--- config.mk ---
export PLATFORM = sky130hd
export DESIGN_NAME = sdram_burst_seq
export DESIGN_NICKNAME = d
export VERILOG_FILES = /design/src/rtl/sdram_seq_pkg.sv /design/src/rtl/sdram_seq_dp.sv /design/src/rtl/sdram_seq_ctl.sv /design/src/rtl/sdram_burst_seq.sv
export SDC_FILE = /design/constraint.sdc
export NUM_CORES = 1
export LEC_CHECK = 0
export BUFFER_PORTS_ARGS = -buffer_cell sky130_fd_sc_hd__buf_4
export CAP_MARGIN = 20
export CORE_MARGIN = 2
export CORE_UTILIZATION = 56
export CTS_BUF_LIST = sky130_fd_sc_hd__clkbuf_8
export CTS_CLUSTER_SIZE = 14
export DETAILED_ROUTE_END_ITERATION = 8
export PLACE_DENSITY = 0.82
export SYNTH_ARGS = -nofsm -noshare
export SYNTH_HDL_FRONTEND = slang
export SYNTH_SLANG_ARGS = --single-unit
--- constraint.sdc ---
create_clock -name clk -period 3.16 [get_ports clk]
set_clock_uncertainty 0.15 [all_clocks]
set_input_delay 0.632 -clock clk [delete_from_list [all_inputs] [get_ports clk]]
set_output_delay 0.632 -clock clk [all_outputs]
set_load 0.02 [all_outputs]
--- src/rtl/sdram_seq_pkg.sv ---
package sdram_seq_pkg;

  localparam int LANES    = 4;
  localparam int PALL_BIT = 10;
  localparam int BEAT_W   = 4;

  typedef enum logic [3:0] {
    CMD_NOP   = 4'b0111,
    CMD_ACT   = 4'b0011,
    CMD_READ  = 4'b0101,
    CMD_WRITE = 4'b0100,
    CMD_PALL  = 4'b0010,
    CMD_REF   = 4'b0001
  } sdCmd_e;

  typedef enum logic [1:0] {ADDR_NONE, ADDR_ROW, ADDR_COL, ADDR_PALL} addrSel_e;
  typedef enum logic [1:0] {WAIT_RCD, WAIT_RP, WAIT_RFC} waitSel_e;

  typedef struct packed {
    logic     capture;
    logic     beatStep;
    logic     waitLoad;
    waitSel_e waitSel;
    logic     waitStep;
    logic     finish;
    logic     refClear;
    addrSel_e addrSel;
    logic     beatActive;
  } ctlStrobe_t;

  typedef struct packed {
    logic waitZero;
    logic lastBeat;
    logic rasOkNext;
    logic refPending;
    logic isWrite;
  } dpStatus_t;

endpackage

--- src/rtl/sdram_seq_dp.sv ---
module sdram_seq_dp
  import sdram_seq_pkg::*;
#(
  parameter int ROW_W  = 13,
  parameter int COL_W  = 10,
  parameter int ADDR_W = 13,
  parameter int TW     = 4,
  parameter int REF_W  = 16
) (
  input  logic              clk,
  input  logic              rstN,
  input  ctlStrobe_t        stb,
  input  logic              reqWrite,
  input  logic [ROW_W-1:0]  reqRow,
  input  logic [COL_W-1:0]  reqCol,
  input  logic [1:0]        reqSize,
  input  logic [1:0]        reqPort,
  input  logic [1:0]        casLat,
  input  logic [TW-1:0]     tRas,
  input  logic [TW-1:0]     tRp,
  input  logic [TW-1:0]     tRfc,
  input  logic [REF_W-1:0]  refPeriod,
  input  logic              refEn,
  output logic [ADDR_W-1:0] sdAddr,
  output logic [LANES-1:0]  sdByteEn,
  output logic              hostDone,
  output dpStatus_t         st
);

  logic [ROW_W-1:0]  rowQ;
  logic [COL_W-1:0]  colQ;
  logic              writeQ;
  logic [BEAT_W-1:0] beatsM1Q, beatsM1Nxt, beatIdx;
  logic [LANES-1:0]  laneQ, laneNxt;
  logic [TW-1:0]     waitCnt, waitLoadVal, rasCnt;
  logic [REF_W-1:0]  refCnt;
  logic              refPendQ, refHit, doneQ;
  logic [2:0]        szLog, ptLog, actLog;

  // Beat count and lane mask from the size and port codes
  always_comb begin
    szLog = (reqSize == 2'd3) ? 3'd4 : {1'b0, reqSize};
    ptLog = (reqPort == 2'd3) ? 3'd2 : {1'b0, reqPort};
    if (szLog > ptLog) begin
      beatsM1Nxt = BEAT_W'((5'd1 << (szLog - ptLog)) - 5'd1);
      actLog     = ptLog;
    end else begin
      beatsM1Nxt = '0;
      actLog     = szLog;
    end
    laneNxt = LANES'((5'd1 << (3'd1 << actLog)) - 5'd1);
  end

  always_ff @(posedge clk) begin
    if (!rstN) begin
      rowQ <= '0; colQ <= '0; writeQ <= 1'b0;
      beatsM1Q <= '0; laneQ <= '0;
    end else if (stb.capture) begin
      rowQ <= reqRow; colQ <= reqCol; writeQ <= reqWrite;
      beatsM1Q <= beatsM1Nxt; laneQ <= laneNxt;
    end
  end

  always_ff @(posedge clk) begin
    if (!rstN)             beatIdx <= '0;
    else if (stb.capture)  beatIdx <= '0;
    else if (stb.beatStep) beatIdx <= beatIdx + 1'b1;
  end

  // Cycles since ACTIVATE, saturating
  always_ff @(posedge clk) begin
    if (!rstN)              rasCnt <= '0;
    else if (stb.capture)   rasCnt <= '0;
    else if (rasCnt != '1)  rasCnt <= rasCnt + 1'b1;
  end

  always_comb begin
    case (stb.waitSel)
      WAIT_RCD: waitLoadVal = TW'(casLat) - TW'(2);
      WAIT_RP:  waitLoadVal = tRp - 1'b1;
      WAIT_RFC: waitLoadVal = tRfc - 1'b1;
      default:  waitLoadVal = '0;
    endcase
  end

  always_ff @(posedge clk) begin
    if (!rstN)             waitCnt <= '0;
    else if (stb.waitLoad) waitCnt <= waitLoadVal;
    else if (stb.waitStep) waitCnt <= waitCnt - 1'b1;
  end

  // Refresh down-counter and single pending flag
  assign refHit = refEn && (refCnt == '0);

  always_ff @(posedge clk) begin
    if (!rstN) begin
      refCnt   <= '0;
      refPendQ <= 1'b0;
    end else begin
      if (!refEn || refHit) refCnt <= refPeriod;
      else                  refCnt <= refCnt - 1'b1;
      if (refHit)            refPendQ <= 1'b1;
      else if (stb.refClear) refPendQ <= 1'b0;
    end
  end

  always_ff @(posedge clk) begin
    if (!rstN) doneQ <= 1'b0;
    else       doneQ <= stb.finish;
  end

  always_comb begin
    case (stb.addrSel)
      ADDR_ROW:  sdAddr = ADDR_W'(rowQ);
      ADDR_COL:  sdAddr = ADDR_W'(colQ + COL_W'(beatIdx));
      ADDR_PALL: sdAddr = ADDR_W'(1) << PALL_BIT;
      default:   sdAddr = '0;
    endcase
  end

  assign sdByteEn     = stb.beatActive ? laneQ : '0;
  assign hostDone     = doneQ;
  assign st.waitZero  = (waitCnt == '0);
  assign st.lastBeat  = (beatIdx == beatsM1Q);
  assign st.rasOkNext = ({1'b0, rasCnt} + 1'b1) >= {1'b0, tRas};
  assign st.refPending = refPendQ;
  assign st.isWrite   = writeQ;

endmodule

--- src/rtl/sdram_seq_ctl.sv ---
module sdram_seq_ctl
  import sdram_seq_pkg::*;
#(
  parameter int TW = 4
) (
  input  logic          clk,
  input  logic          rstN,
  input  logic          reqValid,
  input  logic [1:0]    casLat,
  input  logic [TW-1:0] tRp,
  input  logic [TW-1:0] tRfc,
  input  dpStatus_t     st,
  output logic          reqReady,
  output logic          hostBusy,
  output sdCmd_e        cmd,
  output ctlStrobe_t    stb
);

  typedef enum logic [3:0] {
    S_IDLE, S_ACT, S_RCD, S_BEAT, S_RAS, S_PALL, S_RP,
    S_RPALL, S_RWAIT, S_REF, S_RFC
  } state_e;

  state_e state, nxt;

  always_ff @(posedge clk) begin
    if (!rstN) state <= S_IDLE;
    else       state <= nxt;
  end

  always_comb begin
    nxt         = state;
    stb         = '0;
    stb.waitSel = WAIT_RCD;
    stb.addrSel = ADDR_NONE;
    cmd         = CMD_NOP;
    hostBusy    = 1'b0;
    reqReady    = 1'b0;
    case (state)
      S_IDLE: begin
        reqReady = !st.refPending;
        if (st.refPending) nxt = S_RPALL;
        else if (reqValid) begin
          stb.capture = 1'b1;
          nxt = S_ACT;
        end
      end
      S_ACT: begin
        hostBusy = 1'b1;
        cmd = CMD_ACT;
        stb.addrSel = ADDR_ROW;
        if (casLat > 2'd1) begin
          stb.waitLoad = 1'b1;
          stb.waitSel = WAIT_RCD;
          nxt = S_RCD;
        end else nxt = S_BEAT;
      end
      S_RCD: begin
        hostBusy = 1'b1;
        if (st.waitZero) nxt = S_BEAT;
        else stb.waitStep = 1'b1;
      end
      S_BEAT: begin
        hostBusy = 1'b1;
        cmd = st.isWrite ? CMD_WRITE : CMD_READ;
        stb.addrSel = ADDR_COL;
        stb.beatActive = 1'b1;
        stb.beatStep = 1'b1;
        if (st.lastBeat) nxt = st.rasOkNext ? S_PALL : S_RAS;
      end
      S_RAS: begin
        hostBusy = 1'b1;
        if (st.rasOkNext) nxt = S_PALL;
      end
      S_PALL: begin
        hostBusy = 1'b1;
        cmd = CMD_PALL;
        stb.addrSel = ADDR_PALL;
        if (tRp != '0) begin
          stb.waitLoad = 1'b1;
          stb.waitSel = WAIT_RP;
          nxt = S_RP;
        end else begin
          stb.finish = 1'b1;
          nxt = S_IDLE;
        end
      end
      S_RP: begin
        hostBusy = 1'b1;
        if (st.waitZero) begin
          stb.finish = 1'b1;
          nxt = S_IDLE;
        end else stb.waitStep = 1'b1;
      end
      S_RPALL: begin
        cmd = CMD_PALL;
        stb.addrSel = ADDR_PALL;
        if (tRp != '0) begin
          stb.waitLoad = 1'b1;
          stb.waitSel = WAIT_RP;
          nxt = S_RWAIT;
        end else nxt = S_REF;
      end
      S_RWAIT: begin
        if (st.waitZero) nxt = S_REF;
        else stb.waitStep = 1'b1;
      end
      S_REF: begin
        cmd = CMD_REF;
        if (tRfc != '0) begin
          stb.waitLoad = 1'b1;
          stb.waitSel = WAIT_RFC;
          nxt = S_RFC;
        end else begin
          stb.refClear = 1'b1;
          nxt = S_IDLE;
        end
      end
      S_RFC: begin
        if (st.waitZero) begin
          stb.refClear = 1'b1;
          nxt = S_IDLE;
        end else stb.waitStep = 1'b1;
      end
      default: nxt = S_IDLE;
    endcase
  end

endmodule

--- src/rtl/sdram_burst_seq.sv ---
module sdram_burst_seq
  import sdram_seq_pkg::*;
#(
  parameter int ROW_W  = 13,
  parameter int COL_W  = 10,
  parameter int ADDR_W = 13,
  parameter int TW     = 4,
  parameter int REF_W  = 16
) (
  input  logic              clk,
  input  logic              rstN,
  input  logic              reqValid,
  output logic              reqReady,
  input  logic              reqWrite,
  input  logic [ROW_W-1:0]  reqRow,
  input  logic [COL_W-1:0]  reqCol,
  input  logic [1:0]        reqSize,
  input  logic [1:0]        reqPort,
  input  logic [1:0]        casLat,
  input  logic [TW-1:0]     tRas,
  input  logic [TW-1:0]     tRp,
  input  logic [TW-1:0]     tRfc,
  input  logic [REF_W-1:0]  refPeriod,
  input  logic              refEn,
  output logic              sdCsN,
  output logic              sdRasN,
  output logic              sdCasN,
  output logic              sdWeN,
  output logic [ADDR_W-1:0] sdAddr,
  output logic [3:0]        sdByteEn,
  output logic              hostBusy,
  output logic              hostDone
);

  ctlStrobe_t stb;
  dpStatus_t  st;
  sdCmd_e     cmd;

  sdram_seq_ctl #(.TW(TW)) u_ctl (
    .clk(clk), .rstN(rstN), .reqValid(reqValid), .casLat(casLat),
    .tRp(tRp), .tRfc(tRfc), .st(st), .reqReady(reqReady),
    .hostBusy(hostBusy), .cmd(cmd), .stb(stb)
  );

  sdram_seq_dp #(
    .ROW_W(ROW_W), .COL_W(COL_W), .ADDR_W(ADDR_W), .TW(TW), .REF_W(REF_W)
  ) u_dp (
    .clk(clk), .rstN(rstN), .stb(stb), .reqWrite(reqWrite),
    .reqRow(reqRow), .reqCol(reqCol), .reqSize(reqSize), .reqPort(reqPort),
    .casLat(casLat), .tRas(tRas), .tRp(tRp), .tRfc(tRfc),
    .refPeriod(refPeriod), .refEn(refEn), .sdAddr(sdAddr),
    .sdByteEn(sdByteEn), .hostDone(hostDone), .st(st)
  );

  assign {sdCsN, sdRasN, sdCasN, sdWeN} = cmd;

endmodule

==> results.py <==
metrics = {
    "placed_design": {
        "placed_cell_area_um2": 4570,
        "port_buffers": 84,
        "finalWeightedCongestion": 0.848,
        "dp_hpwl_um": 6880,
    },
    "route": {
        "drtAntennaViolNets": 0,
        "num_vias": 3621,
        "first_pass_iters": 4,
        "viasPerCell": 5.83,
        "drc": 0,
        "wl_per_cell_um": 15.1,
        "wl_um": 9370,
        "drt_iter0_drc": 222,
    },
    "yosys": {
        "syn_area_per_cell_um2": 8.57,
        "yosys_warnings": 0,
        "synth_edf_count": 0,
        "yosysUniqueCellTypes": 63,
        "ys.flop_type": "dfxtp_1",
        "ys_async_sr_fraction": 0,
        "syn-num-nets": 537,
        "ys_ff_latch": 66,
        "yosysSeqAreaShare": 0.340,
        "synth_cells": 453,
        "netlist_area_um2": 3880,
    },
    "cells_and_area": {
        "finish.utilization": 0.710,
        "area_growth_pct": 23.7,
        "final_cell_mix": "buf_4, dfxtp_1, nand2_1, nor2_1, o21ai_0",
        "diodes": 0,
        "stdcell_area_um2": 4800,
        "final_common_cell": "buf_4",
        "drive_gt1_frac": 0.233,
        "fin_nets": 620,
        "fillCellCount": 541,
    },
    "clock_network": {
        "holdBufCountCts": 0,
        "cts_max_path_buffers": 2,
        "cts_buffers": 9,
        "clkLatencyLatePin_ns": 0.35,
        "cts_setup_buffers": 0,
        "htreeDepth": 3,
        "cts_sinks": 66,
        "ctsResizeCount": 0,
        "cts_tree": "yes",
        "cts-root-buf": "clkbuf_8",
        "clkTransAtPathRegs_ns": 0.07,
    },
    "grt": {
        "overflow": 0,
        "grt_usage": 0.254,
        "grt_first_pass_wirelength_um": 15400,
        "grt_pass1_vias": 3480,
        "antenna_found_initial": 0,
        "grt_max_degree": 33,
    },
    "worst_setup_path": {
        "end_kind": "output port",
        "cp_num_cells": 8,
        "crit_arrival_ns": 2.28,
        "ff2ff_path_depth": 5,
        "crit_family": "adder cells",
        "required_ns": 2.38,
        "path_cells": "ha_2 -> fa_1 -> a21o_1 -> a21o_1 -> nand3_1 -> xor2_1 -> o21ai_0 -> buf_4",
        "path_max_fanout": 5,
        "r2r-end": "u_dp.colQ[8]$_SDFFE_PN0P_",
        "worstSetupStartpoint": "u_dp.beatIdx[0]$_SDFFE_PP0P_",
        "crit_end": "sdAddr[8]",
        "r2r-start": "u_ctl.state[2]$_SDFFE_PN0P_",
        "cp_num_buf_inv": 1,
        "regToRegSetupSlack_ns": 0.63,
        "crit_path_top_delay_cell": "fa_1",
        "cp_slowest_stage_delay_ns": 0.40,
        "critPathLaunchType": "flip-flop",
        "crit_type": "flip-flop to output port",
        "cp_common_cell": "a21o_1",
    },
    "power": {
        "p_int_w": 0.00205,
        "seq_power_share": 0.354,
        "power.leakage_nw": 2.10,
        "switching_share": 0.373,
        "comb_power_share": 0.397,
        "ir_drop_v": 0.000394,
        "p_per_area_nw_per_um2": 680,
        "switching_power_w": 0.00122,
        "clock_power_share": 0.249,
    },
    "floorplan": {
        "start_util": 0.574,
        "fp.dieH_um": 87.3,
        "die_width_um": 87.3,
        "core_area_um2": 6760,
        "num_rows": 30,
        "top_level_ports": 86,
        "die_area_um2": 7610,
    },
    "timing": {
        "fmax_mhz": 327,
        "tightest_slew_ns": 0.936,
        "hold_violations": 0,
        "setup_viol": 0,
        "slew_viol_final": 0,
        "fin_tns_setup_ns": 0,
        "period_share": 0.968,
        "post-route-min-period_ns": 3.06,
        "holdWs_ns": 0.301,
        "slew_headroom": 0.376,
    },
    "min_path": {
        "hold_class": "flip-flop to flip-flop",
    },
    "run": {
        "cap_violations": 0,
    },
    "outcome": {
        "outcome": "finished clean",
    },
}
routing by layer:
layer	GRT usage	part of all wire
met2	0.450	0.50
met4	0.0895	0.012
met5	0	0
met3	0.0559	0.054
met1	0.302	0.43
Yosys cell counts (2+ instances only):
master | number | area (µm²)
nand3_1 | 16 | 80.1
and3_1 | 6 | 37.5
nor4_1 | 4 | 25.0
a211o_1 | 2 | 17.5
buf_2 | 3 | 15.0
a2bb2oi_1 | 2 | 17.5
nor2b_1 | 10 | 62.6
a211oi_1 | 9 | 67.6
buf_6 | 4 | 45.0
ha_1 | 20 | 250
nor3_1 | 7 | 35.0
a21oi_1 | 20 | 100
a31oi_1 | 2 | 12.5
fa_1 | 2 | 40.0
dfxtp_1 | 66 | 1320
a311oi_1 | 2 | 17.5
and2_1 | 7 | 43.8
conb_1 | 2 | 7.51
xor2_1 | 20 | 175
nand2_1 | 40 | 150
or4_1 | 5 | 37.5
a22o_1 | 26 | 228
o31ai_1 | 3 | 22.5
nand3b_1 | 4 | 30.0
or4_4 | 2 | 22.5
or3_1 | 4 | 25.0
inv_1 | 17 | 63.8
mux2i_1 | 6 | 60.1
clkbuf_1 | 13 | 48.8
nor3b_1 | 2 | 15.0
o211ai_1 | 3 | 22.5
nor2_1 | 36 | 135
nand4_1 | 4 | 25.0
a21o_1 | 4 | 30.0
o21ai_0 | 33 | 165
o32ai_1 | 2 | 17.5
o21a_1 | 2 | 15.0
xnor2_1 | 18 | 158
layout make-up:
| type | instances | area [µm²] | share of cell area |
|---|---|---|---|
| clock buffer | 10 | 138 | 0.0287 |
| clock inverter | 6 | 87.6 | 0.0182 |
| inverter | 18 | 67.6 | 0.0141 |
| multi-input combinational | 347 | 2380 | 0.496 |
| sequential | 66 | 1320 | 0.276 |
| tap | 80 | 100 | 0.0209 |
| timing repair buffer | 94 | 706 | 0.147 |
cells by family after synthesis:
| logic type | share of synthesized area |
|---|---|
| other | 0.00193 |
| buffers and inverters | 0.0496 |
| multiplexers | 0.0184 |
| XOR/XNOR | 0.0858 |
| adder cells (fa/ha/maj) | 0.0748 |
| AO/OA/AOI/OAI | 0.219 |
| AND/OR/NAND/NOR | 0.211 |
| flip-flops | 0.340 |
stage by stage:
| stage | total power (W) | instances | setup slack (ns) |
|---|---|---|---|
| floorplan | 0.00205 | 453 | 0.391 |
| global placement | 0.00241 | 605 | 0.191 |
| detailed placement | 0.00246 | 605 | 0.0350 |
| CTS | 0.00327 | 621 | 0.0172 |
| global route | 0.00348 | 621 | -0.0446 |
| finish | 0.00327 | 621 | 0.102 |
sequential cells by signal, indices dropped and copies added, names as in the netlist:
signal and cells:
u_dp.refPendQ 1, u_dp.refCnt 16, u_dp.writeQ 1, u_ctl.state 4, u_dp.waitCnt 4, u_dp.beatsM1Q 4
u_dp.colQ 10, u_dp.rasCnt 4, u_dp.rowQ 13, u_dp.hostDone 1, u_dp.beatIdx 4, u_dp.laneQ 4
power by group through the flow:
stage | Sequential (W) | Combinational [W] | Clock, W
2_1_floorplan | 0.00111 | 0.000940 | 0
4_1_cts | 0.00115 | 0.00130 | 0.000822
3_5_place_dp | 0.00117 | 0.00129 | 0
5_1_grt | 0.00118 | 0.00144 | 0.000857
3_3_place_gp | 0.00116 | 0.00125 | 0
6_report | 0.00116 | 0.00130 | 0.000812
how the worst min path moves through the flow:
stage / slack, ns / to / from / cells after the start
2_1_floorplan: 0.27 / u_dp.laneQ[0]$_SDFFE_PN0P_ / u_dp.laneQ[0]$_SDFFE_PN0P_ / 2
3_3_place_gp: 0.28 / u_dp.laneQ[0]$_SDFFE_PN0P_ / u_dp.laneQ[0]$_SDFFE_PN0P_ / 2
3_5_place_dp: 0.29 / u_dp.laneQ[0]$_SDFFE_PN0P_ / u_dp.laneQ[0]$_SDFFE_PN0P_ / 2
4_1_cts: 0.30 / u_dp.laneQ[0]$_SDFFE_PN0P_ / u_dp.laneQ[0]$_SDFFE_PN0P_ / 2
5_1_grt: 0.34 / u_dp.rowQ[4]$_SDFFE_PN0P_ / reqRow[4] / 2
6_report: 0.30 / u_dp.laneQ[0]$_SDFFE_PN0P_ / u_dp.laneQ[0]$_SDFFE_PN0P_ / 2
tightest hold or removal path: cells and delay by family (launching register included):
kind / cells / cell delay, ns
DFF: 1 / 0.32
and+or+nand+nor: 2 / 0.09
No activity file was read; power rests on OpenSTA's default activity.
